**config.mk**
```make
export PLATFORM = sky130hd
export DESIGN_NAME = gpioIrqDetect
export DESIGN_NICKNAME = d
export VERILOG_FILES = /design/src/rtl/gpioirq_pkg.sv /design/src/rtl/pinSync.sv /design/src/rtl/regCtl.sv /design/src/rtl/irqDatapath.sv /design/src/rtl/gpioIrqDetect.sv
export SDC_FILE = /design/constraint.sdc
export NUM_CORES = 1
export LEC_CHECK = 0
export ABC_AREA = 1
export BUFFER_PORTS_ARGS = -buffer_cell sky130_fd_sc_hd__buf_4
export CAP_MARGIN = 15
export CORE_AREA = 2 2 185 187
export DETAILED_ROUTE_END_ITERATION = 12
export DIE_AREA = 0 0 187 189
export MAX_ROUTING_LAYER = met4
export SYNTH_ARGS = -nofsm -noshare
export SYNTH_HDL_FRONTEND = slang
export SYNTH_SLANG_ARGS = --single-unit
```
**constraint.sdc**
```tcl
create_clock -name clk -period 1.55 [get_ports clk]
set_input_delay 0.155 -clock clk [delete_from_list [all_inputs] [get_ports clk]]
set_output_delay 0.155 -clock clk [all_outputs]
set_load 0.005 [all_outputs]
```
**src/rtl/gpioirq_pkg.sv**
```systemverilog
package gpioirq_pkg;
  localparam int BANKS       = 3;
  localparam int BANK_W      = 8;
  localparam int PINS        = BANKS * BANK_W;
  localparam int ADDR_W      = 6;
  localparam int BANK_STRIDE = 8;
  // per-bank register offsets
  localparam int OFS_BOTH    = 0;
  localparam int OFS_POL     = 1;
  localparam int OFS_SENSE   = 2;
  localparam int OFS_EN      = 3;
  localparam int OFS_RAW     = 4;
  // bank-contiguous windows
  localparam int MASKED_BASE = 24;
  localparam int CLEAR_BASE  = 28;

  typedef struct packed {
    logic [BANKS-1:0]  wrBoth;
    logic [BANKS-1:0]  wrPol;
    logic [BANKS-1:0]  wrSense;
    logic [BANKS-1:0]  wrEnable;
    logic [BANKS-1:0]  wrClear;
    logic [BANK_W-1:0] wData;
  } ctrlStrobes_t;
endpackage

```
**src/rtl/pinSync.sv**
```systemverilog
module pinSync #(
  parameter int WIDTH  = 24,
  parameter int STAGES = 2
) (
  input  logic             clk,
  input  logic             rstN,
  input  logic [WIDTH-1:0] d,
  output logic [WIDTH-1:0] q
);
  logic [WIDTH-1:0] stage [STAGES];

  always_ff @(posedge clk or negedge rstN) begin
    if (!rstN) begin
      for (int i = 0; i < STAGES; i++) stage[i] <= '0;
    end else begin
      stage[0] <= d;
      for (int i = 1; i < STAGES; i++) stage[i] <= stage[i-1];
    end
  end

  assign q = stage[STAGES-1];
endmodule

```
**src/rtl/regCtl.sv**
```systemverilog
module regCtl
  import gpioirq_pkg::*;
(
  input  logic              clk,
  input  logic              rstN,
  input  logic              wrEn,
  input  logic [ADDR_W-1:0] addr,
  input  logic [BANK_W-1:0] wData,
  input  logic [PINS-1:0]   bothCfg,
  input  logic [PINS-1:0]   polCfg,
  input  logic [PINS-1:0]   senseCfg,
  input  logic [PINS-1:0]   enCfg,
  input  logic [PINS-1:0]   rawSt,
  input  logic [PINS-1:0]   maskedSt,
  output ctrlStrobes_t      strobes,
  output logic [BANK_W-1:0] rData
);
  logic [BANKS-1:0] hitBoth, hitPol, hitSense, hitEn, hitClr;

  for (genvar b = 0; b < BANKS; b++) begin : g_dec
    localparam logic [ADDR_W-1:0] A_BOTH  = ADDR_W'(b * BANK_STRIDE + OFS_BOTH);
    localparam logic [ADDR_W-1:0] A_POL   = ADDR_W'(b * BANK_STRIDE + OFS_POL);
    localparam logic [ADDR_W-1:0] A_SENSE = ADDR_W'(b * BANK_STRIDE + OFS_SENSE);
    localparam logic [ADDR_W-1:0] A_EN    = ADDR_W'(b * BANK_STRIDE + OFS_EN);
    localparam logic [ADDR_W-1:0] A_CLR   = ADDR_W'(CLEAR_BASE + b);
    assign hitBoth[b]  = (addr == A_BOTH);
    assign hitPol[b]   = (addr == A_POL);
    assign hitSense[b] = (addr == A_SENSE);
    assign hitEn[b]    = (addr == A_EN);
    assign hitClr[b]   = (addr == A_CLR);
  end

  always_comb begin
    strobes.wrBoth   = wrEn ? hitBoth  : '0;
    strobes.wrPol    = wrEn ? hitPol   : '0;
    strobes.wrSense  = wrEn ? hitSense : '0;
    strobes.wrEnable = wrEn ? hitEn    : '0;
    strobes.wrClear  = wrEn ? hitClr   : '0;
    strobes.wData    = wData;
  end

  always_comb begin
    rData = '0;
    for (int b = 0; b < BANKS; b++) begin
      if (addr == ADDR_W'(b * BANK_STRIDE + OFS_BOTH))  rData = bothCfg[b*BANK_W +: BANK_W];
      if (addr == ADDR_W'(b * BANK_STRIDE + OFS_POL))   rData = polCfg[b*BANK_W +: BANK_W];
      if (addr == ADDR_W'(b * BANK_STRIDE + OFS_SENSE)) rData = senseCfg[b*BANK_W +: BANK_W];
      if (addr == ADDR_W'(b * BANK_STRIDE + OFS_EN))    rData = enCfg[b*BANK_W +: BANK_W];
      if (addr == ADDR_W'(b * BANK_STRIDE + OFS_RAW))   rData = rawSt[b*BANK_W +: BANK_W];
      if (addr == ADDR_W'(MASKED_BASE + b))             rData = maskedSt[b*BANK_W +: BANK_W];
    end
  end


  no_stray_strobe_chk: assert property (@(posedge clk) disable iff (!rstN)
    !wrEn |-> ({strobes.wrBoth, strobes.wrPol, strobes.wrSense,
                strobes.wrEnable, strobes.wrClear} == '0));


  single_target_chk: assert property (@(posedge clk) disable iff (!rstN)
    $onehot0({strobes.wrBoth, strobes.wrPol, strobes.wrSense,
              strobes.wrEnable, strobes.wrClear}));
endmodule

```
**src/rtl/irqDatapath.sv**
```systemverilog
module irqDatapath
  import gpioirq_pkg::*;
(
  input  logic            clk,
  input  logic            rstN,
  input  logic [PINS-1:0] syncPins,
  input  ctrlStrobes_t    strobes,
  output logic [PINS-1:0] bothCfg,
  output logic [PINS-1:0] polCfg,
  output logic [PINS-1:0] senseCfg,
  output logic [PINS-1:0] enCfg,
  output logic [PINS-1:0] rawSt,
  output logic [PINS-1:0] maskedSt,
  output logic            irq
);
  logic [PINS-1:0] prevPins;
  logic [PINS-1:0] evtVec;
  logic [PINS-1:0] clrMask;

  always_ff @(posedge clk or negedge rstN) begin
    if (!rstN) prevPins <= '0;
    else       prevPins <= syncPins;
  end

  for (genvar b = 0; b < BANKS; b++) begin : g_bank
    always_ff @(posedge clk or negedge rstN) begin
      if (!rstN) begin
        bothCfg[b*BANK_W +: BANK_W]  <= '0;
        polCfg[b*BANK_W +: BANK_W]   <= '0;
        senseCfg[b*BANK_W +: BANK_W] <= '0;
        enCfg[b*BANK_W +: BANK_W]    <= '0;
      end else begin
        if (strobes.wrBoth[b])   bothCfg[b*BANK_W +: BANK_W]  <= strobes.wData;
        if (strobes.wrPol[b])    polCfg[b*BANK_W +: BANK_W]   <= strobes.wData;
        if (strobes.wrSense[b])  senseCfg[b*BANK_W +: BANK_W] <= strobes.wData;
        if (strobes.wrEnable[b]) enCfg[b*BANK_W +: BANK_W]    <= strobes.wData;
      end
    end
    assign clrMask[b*BANK_W +: BANK_W] = strobes.wrClear[b] ? strobes.wData : '0;
  end

  // trigger qualification per pin
  always_comb begin
    for (int i = 0; i < PINS; i++) begin
      if (senseCfg[i])
        evtVec[i] = polCfg[i] ? syncPins[i] : ~syncPins[i];
      else if (bothCfg[i])
        evtVec[i] = syncPins[i] ^ prevPins[i];
      else if (polCfg[i])
        evtVec[i] = syncPins[i] & ~prevPins[i];
      else
        evtVec[i] = ~syncPins[i] & prevPins[i];
    end
  end

  // a new event outranks a clear on the same edge
  always_ff @(posedge clk or negedge rstN) begin
    if (!rstN) rawSt <= '0;
    else       rawSt <= (rawSt & ~clrMask) | evtVec;
  end

  assign maskedSt = rawSt & enCfg;
  assign irq      = |maskedSt;


  clear_applies_chk: assert property (@(posedge clk) disable iff (!rstN)
    (|(clrMask & ~evtVec)) |=> ((rawSt & $past(clrMask & ~evtVec)) == '0));


  event_wins_chk: assert property (@(posedge clk) disable iff (!rstN)
    (|evtVec) |=> ((rawSt & $past(evtVec)) == $past(evtVec)));


  no_spurious_set_chk: assert property (@(posedge clk) disable iff (!rstN)
    1'b1 |=> ((rawSt & ~$past(rawSt) & ~$past(evtVec)) == '0));


  cfg_hold_chk: assert property (@(posedge clk) disable iff (!rstN)
    (strobes.wrBoth == '0 && strobes.wrPol == '0 && strobes.wrSense == '0
     && strobes.wrEnable == '0) |=> ($stable(bothCfg) && $stable(polCfg)
     && $stable(senseCfg) && $stable(enCfg)));
endmodule

```
**src/rtl/gpioIrqDetect.sv**
```systemverilog
module gpioIrqDetect
  import gpioirq_pkg::*;
#(
  parameter int SYNC_STAGES = 2
) (
  input  logic              clk,
  input  logic              rstN,
  input  logic [PINS-1:0]   pinIn,
  input  logic              busWrEn,
  input  logic [ADDR_W-1:0] busAddr,
  input  logic [BANK_W-1:0] busWData,
  output logic [BANK_W-1:0] busRData,
  output logic              irqOut
);
  ctrlStrobes_t    strobes;
  logic [PINS-1:0] syncPins;
  logic [PINS-1:0] bothCfg, polCfg, senseCfg, enCfg, rawSt, maskedSt;

  pinSync #(.WIDTH(PINS), .STAGES(SYNC_STAGES)) u_sync (
    .clk(clk), .rstN(rstN), .d(pinIn), .q(syncPins)
  );

  regCtl u_ctl (
    .clk(clk), .rstN(rstN), .wrEn(busWrEn), .addr(busAddr), .wData(busWData),
    .bothCfg(bothCfg), .polCfg(polCfg), .senseCfg(senseCfg), .enCfg(enCfg),
    .rawSt(rawSt), .maskedSt(maskedSt), .strobes(strobes), .rData(busRData)
  );

  irqDatapath u_dp (
    .clk(clk), .rstN(rstN), .syncPins(syncPins), .strobes(strobes),
    .bothCfg(bothCfg), .polCfg(polCfg), .senseCfg(senseCfg), .enCfg(enCfg),
    .rawSt(rawSt), .maskedSt(maskedSt), .irq(irqOut)
  );


  irq_tracks_status_chk: assert property (@(posedge clk) disable iff (!rstN)
    irqOut |-> (maskedSt != '0));
endmodule

```
==> results.md <==
- # IOs: 50
- Core area: ~33000 sq um
- Clock tree from TritonCTS: done
- DP Wirelength: approximately 19000 um
- Residual DRC: 0
- Capturing point of the worst reg2reg path: u_dp.rawSt[11]
- Leakage: about 5.6 nW
- Post-synth net total: around 1100
- Synth top area share: 0.522
- Setup WS pre-CTS: -0.555 ns
- Slew Viols, Final: 0
- Area Growth Syn to Fin: 31.3%
- Post-Layout Inst Area: approximately 12000 sq um
- Final period util: 1.37
- Status: complete, but fails checks
- # clock sinks: 192
- Max IR drop VDD: roughly 0.74 mV
- Cell Int Power: approximately 0.0086 W
- Sequential fraction of design power: 0.493
- Total GRT Usage: 0.154
- Critical R2R Launch: u_sync.q[11]
- Post-Place Cells: 1638
- First-pass GRT wire length: 41700 um
- Multi-input combinational cell area: 4020 sq um
- Max cap viols: 0
- Antenna-violating nets left: 0
- Root Driver: clkbuf_16
- Max_slew headroom: 0.623
- Async S/R FF share, synth: 1.00
- Clock buffer depth: 2
- Clock transition at path regs: ~0.070 ns
- Diodes inserted: 0
- Arr. time, crit path: just under 2 ns
- GR Overflow Total: 0
- Vias per inst: ~4.7
- Hold_ws: roughly 0.18 ns
- Synthesized cell area: slightly above 9000 sq um
- Reg2reg path depth: 5
- # fillers: between 3000 and 4000
- Hold Path End: u_dp.bothCfg[17]
- Failing checks: setup timing
- Worst Path Required: roughly 1.4 ns
- WS Path Type: reg2out
- Layout cells sized above 1: 0.227
- Routed WL per cell: between 15 and 20 um
- Yosys cell types: 25
- Min Tclk post-route: roughly 2.1 ns
- HP Class: in2reg
- Cell count after synthesis: 1047
- Synth top cells by count: nand2_1 (278), dfrtp_1 (192), o21ai_0 (149), inv_1 (99), nand3_1 (63)
- Vias in the first global route: ~7700
- Clock H-tree levels: 4
- Count of port buffers added during placement: 49
- GP Congestion: just under 1
- Seq/Total Area, Yosys: 0.522
- # rows: 67
- Switching share of power: 0.278
- Final std cells w/o fill: 1706
- Endpoints failing setup: 9
- Clk pwr share: 0.358
- Count leader, synth: nand2_1
- Combinational Power Share: 0.149
- Max frequency: 469 MHz
- Initial DRT Pass Iterations: 5
- Worst Hold Launch: busWData[1]
- Total CTS buffers: 17
- Power density over the cells: just under 1000 nW/um^2
- Post-Place Cell Area: approximately 11000 sq um
- EDFF count, synth: 0
- Worst Path Max Fanout: 2
- Vias: around 8000
- CP Launch Type: register
- Largest net degree at the start of global routing: 45
- Worst Skew: around 0.0068 ns
- Synth Area per Inst: just under 9 sq um
- Yosys top cell by area: dfrtp_1
- Yosys reg bits: between 150 and 200
- Initial Util: 0.276
- M1 WL: approximately 12000 um
- DR top layer: met4
- Chip width: roughly 190 um
- Crit end category: output pin
- Nets: 1334
- Initial antenna violation count: 0
- Hold Path Depth: 4
- Reg2Reg Setup Slack: about 0.20 ns
- Routed met2 length: 12100 um
- Die H: 189 um
- Clock latency on the worst-skew pair: between 0.4 and 0.5 ns
- DR iter-0 viols: about 640
- Design Power: roughly 0.012 W
- Dominant synthesized flop cell: dfrtp_1
- Post-Route WL: 25600 um
- Sequential cell area: 4810 sq um
- Synthesis warning total: 0
- Worst Tran Pin Value: between 0.5 and 0.6 ns
- Met3 Routed Length: ~1200 um
- Die area: between 30000 and 40000 sq um
- RSZ-0062 raised after global routing: true
- Fin. Hold Viols: 0
- Synth top area cells: dfrtp_1 (52%), nand2_1 (11%), o21ai_0 (8.1%)
- Setup ws final: -0.581 ns
- NetSw: 0.00331 W
-- cell families after synthesis --
| kind of cell | count (synthesis) | share of synthesized area |
|---|---|---|
| adder cells (fa/ha/maj) | 48 | 0.0653 |
| XOR/XNOR | 16 | 0.0152 |
| buffers and inverters | 129 | 0.0548 |
| AND/OR/NAND/NOR | 437 | 0.205 |
| AO/OA/AOI/OAI | 205 | 0.113 |
| flip-flops | 192 | 0.522 |
| multiplexers | 20 | 0.0245 |
-- worst max path at each step --
stage / depth (start not counted) / from / end / slack, ns
floorplan: 12 / busAddr[4] / busRData[3] / 0.07
global placement: 16 / busAddr[4] / busRData[4] / -0.53
detailed placement: 16 / busAddr[4] / busRData[4] / -0.56
CTS: 11 / u_dp.polCfg[2] / busRData[2] / -0.63
global route: 11 / u_dp.polCfg[2] / busRData[2] / -0.75
finish: 11 / u_dp.polCfg[6] / busRData[6] / -0.58
-- routing by layer --
| metal | global-route usage | vias up |
|---|---|---|
| met4 | 0.0440 | 0 |
| met5 | - | - |
| met2 | 0.241 | 196 |
| li1 | - | 3846 |
| met1 | 0.208 | 3894 |
| met3 | 0.0248 | 20 |
-- critical path, cell delays in order (launching register included) --
cell and delay (ns):
dfrtp_1 0.41, nand3_1 0.11, nand3_2 0.09, nor2_1 0.11, nand4_1 0.13, nor2_1 0.14, nand4_1 0.09, nand2_1 0.10
nand4_1 0.08, nand2_1 0.08, nand3_2 0.07, buf_6 0.12
-- registers in the layout, indices dropped and copies added (netlist names) --
signal         flops
u_dp.prevPins     24
u_dp.senseCfg     24
u_dp.polCfg       24
u_sync.stage      24
u_dp.bothCfg      24
u_dp.enCfg        24
u_sync.q          24
u_dp.rawSt        24
-- layout by cell type (no fill, tap or decap), types with 12 or more instances in the layout --
master / netlist / final
xnor2_1: 13 / 13
nand2_1: 278 / 267
ha_1: 48 / 48
nand3_2: 0 / 15
a21oi_1: 52 / 51
dlygate4sd3_1: 0 / 29
nor2_2: 8 / 15
buf_4: 2 / 163
nor2_1: 39 / 32
dfrtp_1: 192 / 189
mux2_2: 20 / 20
inv_1: 99 / 95
nand4_1: 38 / 38
nand3_1: 63 / 48
o21ai_0: 149 / 149
clkbuf_16: 0 / 17
nand2_2: 1 / 12
-- area by class of cell --
| cell class | instances | area share |
|---|---|---|
| flip-flops and latches | 192 | 0.398 |
| multi-input cells | 726 | 0.333 |
| repair buffers | 207 | 0.145 |
| well taps | 448 | 0.0464 |
| clock buffers | 21 | 0.0373 |
| inverters | 101 | 0.0314 |
| clock inverters | 11 | 0.00870 |
-- per-stage QoR --
stage               utilization  TNS [ns]
detailed placement        0.331    -10.50
global placement          0.331     -8.90
CTS                       0.360     -4.92
finish                    0.363     -4.60
floorplan                     -         0
global route              0.363     -5.92
-- power groups by stage --
| stage | clock network (W) | registers (W) | logic (W) |
|---|---|---|---|
| after detailed placement | 0 | 0.00595 | 0.00166 |
| after CTS | 0.00439 | 0.00586 | 0.00177 |
| after global routing | 0.00459 | 0.00593 | 0.00202 |
| after global placement | 0 | 0.00594 | 0.00161 |
| final | 0.00426 | 0.00587 | 0.00177 |
| after floorplan | 0 | 0.00585 | 0.000854 |
-- timing repair --
action,CTS,global route
pin swaps,14,21
hold buffers,29,0
resized for setup,29,19
endpoints found under the setup margin,9,9
buffers inserted,4,3
hold endpoints to repair,64,0
Power figures use the tool's default switching activity.
